===== config.mk =====
export PLATFORM = sky130hd
export DESIGN_NAME = sdram_refresh_sched
export DESIGN_NICKNAME = d
export VERILOG_FILES = /design/src/rtl/sdram_ref_pkg.sv /design/src/rtl/ref_interval_timer.sv /design/src/rtl/ref_bank_picker.sv /design/src/rtl/sdram_refresh_sched.sv
export SDC_FILE = /design/constraint.sdc
export NUM_CORES = 1
export LEC_CHECK = 0
export CAP_MARGIN = 10
export CORE_MARGIN = 10
export CORE_UTILIZATION = 55
export CTS_BUF_LIST = sky130_fd_sc_hd__clkbuf_8
export DETAILED_ROUTE_END_ITERATION = 8
export PLACE_DENSITY = 0.81
export SETUP_SLACK_MARGIN = 0.02
export SYNTH_ARGS = -nofsm -noshare
export SYNTH_HDL_FRONTEND = slang
export SYNTH_SLANG_ARGS = --single-unit

===== constraint.sdc =====
create_clock -name clk_i -period 6 [get_ports clk_i]
set_input_delay 1.2 -clock clk_i [delete_from_list [all_inputs] [get_ports clk_i]]
set_output_delay 1.2 -clock clk_i [all_outputs]
set_load 0.02 [all_outputs]

===== src/rtl/sdram_ref_pkg.sv =====
package sdram_ref_pkg;
  typedef enum logic [1:0] {
    CMD_NOP = 2'd0,
    CMD_PRE = 2'd1,
    CMD_REF = 2'd2
  } sdr_cmd_e;

  typedef enum logic [2:0] {
    ST_IDLE,
    ST_DRAIN,
    ST_PRE,
    ST_WAIT,
    ST_REF,
    ST_DONE
  } ref_state_e;
endpackage


===== src/rtl/ref_interval_timer.sv =====
module ref_interval_timer #(
  parameter int INT_W = 16
) (
  input  logic             clk_i,
  input  logic             rst_ni,
  input  logic [INT_W-1:0] interval_i,
  input  logic             accept_i,
  output logic             pend_o,
  output logic             overrun_o
);
  logic [INT_W-1:0] cnt_q;
  logic             pend_q, ovr_q, tick;

  assign tick = (interval_i != '0) && (cnt_q >= interval_i - 1'b1);

  always_ff @(posedge clk_i or negedge rst_ni) begin
    if (!rst_ni) begin
      cnt_q  <= '0;
      pend_q <= 1'b0;
      ovr_q  <= 1'b0;
    end else begin
      if (interval_i == '0 || tick) cnt_q <= '0;
      else                          cnt_q <= cnt_q + 1'b1;
      pend_q <= (pend_q & ~accept_i) | tick;
      ovr_q  <= ovr_q | (tick & pend_q & ~accept_i);
    end
  end

  assign pend_o    = pend_q;
  assign overrun_o = ovr_q;

  assert_reload_R2: assert property (@(posedge clk_i) disable iff (!rst_ni)
    tick |=> (cnt_q == '0));
  assert_disabled_R3: assert property (@(posedge clk_i) disable iff (!rst_ni)
    (interval_i == '0 && !pend_q) |=> !pend_q);
  assert_overrun_sticky_R8: assert property (@(posedge clk_i) disable iff (!rst_ni)
    ovr_q |=> ovr_q);
endmodule


===== src/rtl/ref_bank_picker.sv =====
module ref_bank_picker #(
  parameter int NUM_BANKS = 4,
  localparam int BANK_W = (NUM_BANKS > 1) ? $clog2(NUM_BANKS) : 1
) (
  input  logic [NUM_BANKS-1:0] mask_i,
  output logic [NUM_BANKS-1:0] sel_o,
  output logic [BANK_W-1:0]    idx_o
);
  // lowest open bank wins
  for (genvar i = 0; i < NUM_BANKS; i++) begin : g_sel
    if (i == 0) begin : g_first
      assign sel_o[i] = mask_i[i];
    end else begin : g_rest
      assign sel_o[i] = mask_i[i] & ~|mask_i[i-1:0];
    end
  end

  always_comb begin
    idx_o = '0;
    for (int i = 0; i < NUM_BANKS; i++)
      if (sel_o[i]) idx_o = idx_o | BANK_W'(i);
  end
endmodule


===== src/rtl/sdram_refresh_sched.sv =====
module sdram_refresh_sched
  import sdram_ref_pkg::*;
#(
  parameter int NUM_BANKS = 4,
  parameter int INT_W     = 16,
  parameter int DLY_W     = 4,
  localparam int BANK_W   = (NUM_BANKS > 1) ? $clog2(NUM_BANKS) : 1
) (
  input  logic                 clk_i,
  input  logic                 rst_ni,
  input  logic [INT_W-1:0]     ref_interval_i,
  input  logic [DLY_W-1:0]     pre_to_act_i,
  input  logic                 access_busy_i,
  input  logic [NUM_BANKS-1:0] bank_open_i,
  output logic [1:0]           cmd_o,
  output logic [BANK_W-1:0]    cmd_bank_o,
  output logic                 busy_o,
  output logic                 overrun_o
);
  ref_state_e           state_q, state_d;
  logic [NUM_BANKS-1:0] mask_q, sel;
  logic [BANK_W-1:0]    idx;
  logic [DLY_W-1:0]     dly_q;
  logic                 ph_q, pend, accept;

  assign accept = (state_q == ST_IDLE) & pend;

  ref_interval_timer #(.INT_W(INT_W)) u_timer (
    .clk_i     (clk_i),
    .rst_ni    (rst_ni),
    .interval_i(ref_interval_i),
    .accept_i  (accept),
    .pend_o    (pend),
    .overrun_o (overrun_o)
  );

  ref_bank_picker #(.NUM_BANKS(NUM_BANKS)) u_pick (
    .mask_i(mask_q),
    .sel_o (sel),
    .idx_o (idx)
  );

  always_comb begin
    state_d = state_q;
    unique case (state_q)
      ST_IDLE:  if (pend) state_d = ST_DRAIN;
      ST_DRAIN: if (!access_busy_i) state_d = (|bank_open_i) ? ST_PRE : ST_WAIT;
      ST_PRE:   if (ph_q && ((mask_q & ~sel) == '0)) state_d = ST_WAIT;
      ST_WAIT:  if (dly_q <= DLY_W'(1)) state_d = ST_REF;
      ST_REF:   state_d = ST_DONE;
      ST_DONE:  state_d = ST_IDLE;
      default:  state_d = ST_IDLE;
    endcase
  end

  always_ff @(posedge clk_i or negedge rst_ni) begin
    if (!rst_ni) begin
      state_q <= ST_IDLE;
      mask_q  <= '0;
      dly_q   <= '0;
      ph_q    <= 1'b0;
    end else begin
      state_q <= state_d;
      ph_q    <= (state_q == ST_PRE) ? ~ph_q : 1'b0;
      if (state_q == ST_DRAIN && !access_busy_i) mask_q <= bank_open_i;
      else if (state_q == ST_PRE && ph_q)        mask_q <= mask_q & ~sel;
      if (state_q != ST_WAIT && state_d == ST_WAIT) dly_q <= pre_to_act_i;
      else if (state_q == ST_WAIT && dly_q != '0)   dly_q <= dly_q - 1'b1;
    end
  end

  always_comb begin
    cmd_o      = CMD_NOP;
    cmd_bank_o = '0;
    if (state_q == ST_PRE && !ph_q) begin
      cmd_o      = CMD_PRE;
      cmd_bank_o = idx;
    end else if (state_q == ST_REF) begin
      cmd_o = CMD_REF;
    end
  end

  assign busy_o = (state_q != ST_IDLE);

  assert_idle_nop_R9: assert property (@(posedge clk_i) disable iff (!rst_ni)
    !busy_o |-> (cmd_o == CMD_NOP && cmd_bank_o == '0));
  assert_pre_gap_R5: assert property (@(posedge clk_i) disable iff (!rst_ni)
    (cmd_o == CMD_PRE) |=> (cmd_o == CMD_NOP));
  assert_pick_onehot_R5: assert property (@(posedge clk_i) disable iff (!rst_ni)
    (state_q == ST_PRE) |-> ($onehot(sel) && ((sel & ~mask_q) == '0)));
  assert_drain_hold_R4: assert property (@(posedge clk_i) disable iff (!rst_ni)
    (state_q == ST_DRAIN && access_busy_i) |=> (cmd_o == CMD_NOP));
  assert_ref_tail_R7: assert property (@(posedge clk_i) disable iff (!rst_ni)
    (cmd_o == CMD_REF) |=> (busy_o && cmd_o == CMD_NOP));
  assert_release_R7: assert property (@(posedge clk_i) disable iff (!rst_ni)
    (state_q == ST_DONE) |=> !busy_o);
endmodule


==> impl_metrics.csv <==
group,metric,value,unit
status,run_status,"finished clean",
setup_path,critical_path_required,6.12,ns
cts,clock_tree.root_cell,"clkbuf_8",
layout,fin_nets,328,
global_route,grt_pass1_wl,8850,um
setup_path,cpPeakStageDelay,0.70,ns
logic_synthesis,yosys_register_bits,30,
die,ios,33,
setup_path,crit_chain,"clkdlybuf4s50_1 > nor4_1 > nand2_1 > nor4_1 > xnor2_1 > ha_1 > nand2_1 > o21ai_1 > a41o_1 > and2_0 > a211oi_1",
cts,cts-buffers-inserted,5,
setup_path,cp.arrival,4.48,ns
timing,hold_slack,0.531,ns
cts,post_cts.resized_instances,0,
setup_path,timing.critical_path.buf_inv,1,
logic_synthesis,mean_syn_cell_area,9.16,sq um
power,totalPowerFinal,0.000900,W
drt,detail_route.vias_per_cell,5.86,
layout,insertedDiodeCount,0,
setup_path,setup.reg_to_reg.worst_slack,3.74,ns
timing,timing.slew.headroom,41.9,%
logic_synthesis,ys_async_sr_fraction,100,%
layout,layoutNonFillerInstCount,331,
logic_synthesis,yosys-top-cells-area,"dfrtp_1, ha_1, xnor2_1, a211oi_1, xor2_1",
layout,drive_above_1_share,6.76,%
power,leakage_dissipation,1.12,nW
layout,finish.instance_area,2730,sq um
cts,clkSlewWorstSetupHoldPaths,0.07,ns
logic_synthesis,synth_edf_count,0,
die,dieArea,7040,sq um
placed_design,io_buffers,32,
die,die_extent_in_y,83.9,um
logic_synthesis,gate_count_after_technology_mapping,245,
setup_path,critPathSlowestCell,"and2_0",
die,core_region_area,3970,sq um
timing,slew_viol_final,0,
cts,h_tree_levels,2,
timing,timing.final.crit_period,4.36,ns
cts,holdBufCountCts,0,
layout,fillers,322,
cts,postCtsSetupRepairBufs,0,
timing,worst_slew_pin_slew,0.871,ns
logic_synthesis,synth_common_cells,"dfrtp_1, ha_1, a211oi_1, nand2_1, xnor2_1",
drt,detail_route.wirelength,5150,um
setup_path,timing.critical_path.from_type,"primary input",
setup_path,crit_path_end_kind,"register",
layout,multiInputGateArea,1430,sq um
cts,clock_insertion_delay_worst_skew,0.28,ns
drt,average_wire_length_per_cell_after_detail_routing,15.5,um
timing,clock_skew,0.00825,ns
timing,max_clock_freq,229,MHz
die,placementRows,23,
placed_design,place.detailed.instances,322,
drt,route.antenna.remaining_nets,0,
layout,flow.area_growth_from_synthesis,21.6,%
placed_design,gp_congestion,0.813,
logic_synthesis,ys_warn_count,0,
drt,drt_iter0_drc,79,
power,max-vdd-ir-drop,0.000177,V
min_path,hp-class,"reg2reg",
global_route,vias_in_the_first_global_route,1958,
timing,setup-tns-final,0,ns
layout,sequential_area,751,sq um
timing,rsz0062_at_grt,"no",
logic_synthesis,synth.cell_area,2240,sq um
logic_synthesis,dominantRegCellSynth,"dfrtp_1",
logic_synthesis,yosys_cell_types,44,
global_route,initial_antenna_violation_count,0,
logic_synthesis,yosys.area.top_type,"dfrtp_1",
cts,tritoncts,"yes",
placed_design,place_area,2610,sq um
global_route,grt_start_max_net_pins,31,
drt,drtPass1Iterations,5,
die,chipWidth,83.9,um
setup_path,critical_path.top_delay_family,"simple AND/OR/NAND/NOR gates",
cts,clockBufferDepth,2,
global_route,grt_util_all_layers,14.8,%
drt,detailroute.via_count,1940,
logic_synthesis,post-synth-top-count-cell,"dfrtp_1",
placed_design,dp_hpwl,3830,um
setup_path,worstPathMaxFanout,16,
power,pwr_density_cell,330,nW/um^2
run,cap_violations,0,
global_route,globalRoute.totalOverflow,0,
timing,report.final.hold_viol_count,0,
logic_synthesis,synth_nets,293,
timing,finalSetupViolCount,0,
logic_synthesis,synth_top_area_share,33.4,%
logic_synthesis,synth-seq-area-share,33.4,%
die,start_util,56.5,%
drt,drc,0,
timing,timing.final.crit_share,72.7,%
cts,numClockSinks,30,
setup_path,timing.setup.critical_path_class,"in2reg",
registers in the layout, indices dropped and copies added, names as in the netlist:
name	cells
ph_q	1
u_timer.overrun_o	1
u_timer.pend_o	1
u_timer.cnt_q	16
mask_q	4
state_q	3
dly_q	4
path summary, 6_finish.rpt:
| kind | start | to | depth (start not counted) |
|---|---|---|---|
| max reg2reg | u_timer.cnt_q[11] | u_timer.cnt_q[6] | 6 |
| min reg2reg | u_timer.overrun_o | u_timer.overrun_o | 2 |
| max | ref_interval_i[1] | u_timer.cnt_q[6] | 11 |
| min | u_timer.overrun_o | u_timer.overrun_o | 2 |
| min in group asynchronous | rst_ni | u_timer.cnt_q[4] | 2 |
| max in group asynchronous | rst_ni | ph_q | 2 |
cells in the final DEF, fill, tap and decap left out, types with 3 or more instances in the layout:
cell and count:
a211oi_1 19, a21o_1 3, a21oi_1 8, clkbuf_8 5, clkdlybuf4s50_1 32, dfrtp_1 30
ha_1 21, inv_1 9, mux2_4 3, nand2_1 19, nand2b_1 5, nand3_1 9
nand4_1 7, nor2_1 16, nor3_1 14, nor4_1 8, o21ai_0 8, xnor2_1 19
xor2_1 11
metal layers:
layer | share of wire (%) | track usage, % | wire [um] | up-vias
li1 | - | - | - | 972
met1 | 45 | 16.7 | 2310 | 906
met2 | 49 | 25.8 | 2520 | 58
met3 | 5.6 | 5.57 | 286 | 4
met4 | 0.56 | 2.74 | 29 | 0
met5 | 0 | 0 | 0 | -
worst min-delay path: cells and delay by family (launching register included):
family         cells  cell delay, ns
flip-flops         1            0.38
AO/OA/AOI/OAI      2            0.12
layout make-up:
| type | count | area share [%] |
|---|---|---|
| multi-input combinational | 200 | 52.5 |
| sequential | 30 | 27.5 |
| timing repair buffer | 34 | 12.3 |
| clock buffer | 5 | 2.52 |
| tap | 50 | 2.29 |
| clock inverter | 3 | 1.65 |
| inverter | 9 | 1.24 |
power breakdown:
| part | switching (W) | internal [W] | leakage [nW] |
|---|---|---|---|
| combinational | 0.000178 | 0.000180 | 0.678 |
| clock | 0.0000810 | 0.000123 | 0.0504 |
| sequential | 0.0000806 | 0.000257 | 0.393 |
| total | 0.000339 | 0.000561 | 1.12 |
per-stage QoR:
step | utilization [%] | setup WS [ns]
floorplan | - | 2.30
global placement | 65.7 | 1.57
detailed placement | 65.7 | 1.34
CTS | 68.5 | 1.60
global route | 68.7 | 1.32
finish | 68.7 | 1.64
cell families after synthesis:
group	synth area share, %
AOI/OAI and AO/OA	15.6
xor gates and xnor gates	11.7
adders and majority gates	11.7
buffers and inverters	2.73
DFF	33.4
muxes	2.45
and+or+nand+nor	22.4
Note: power is estimated with default switching activity, not from simulation.
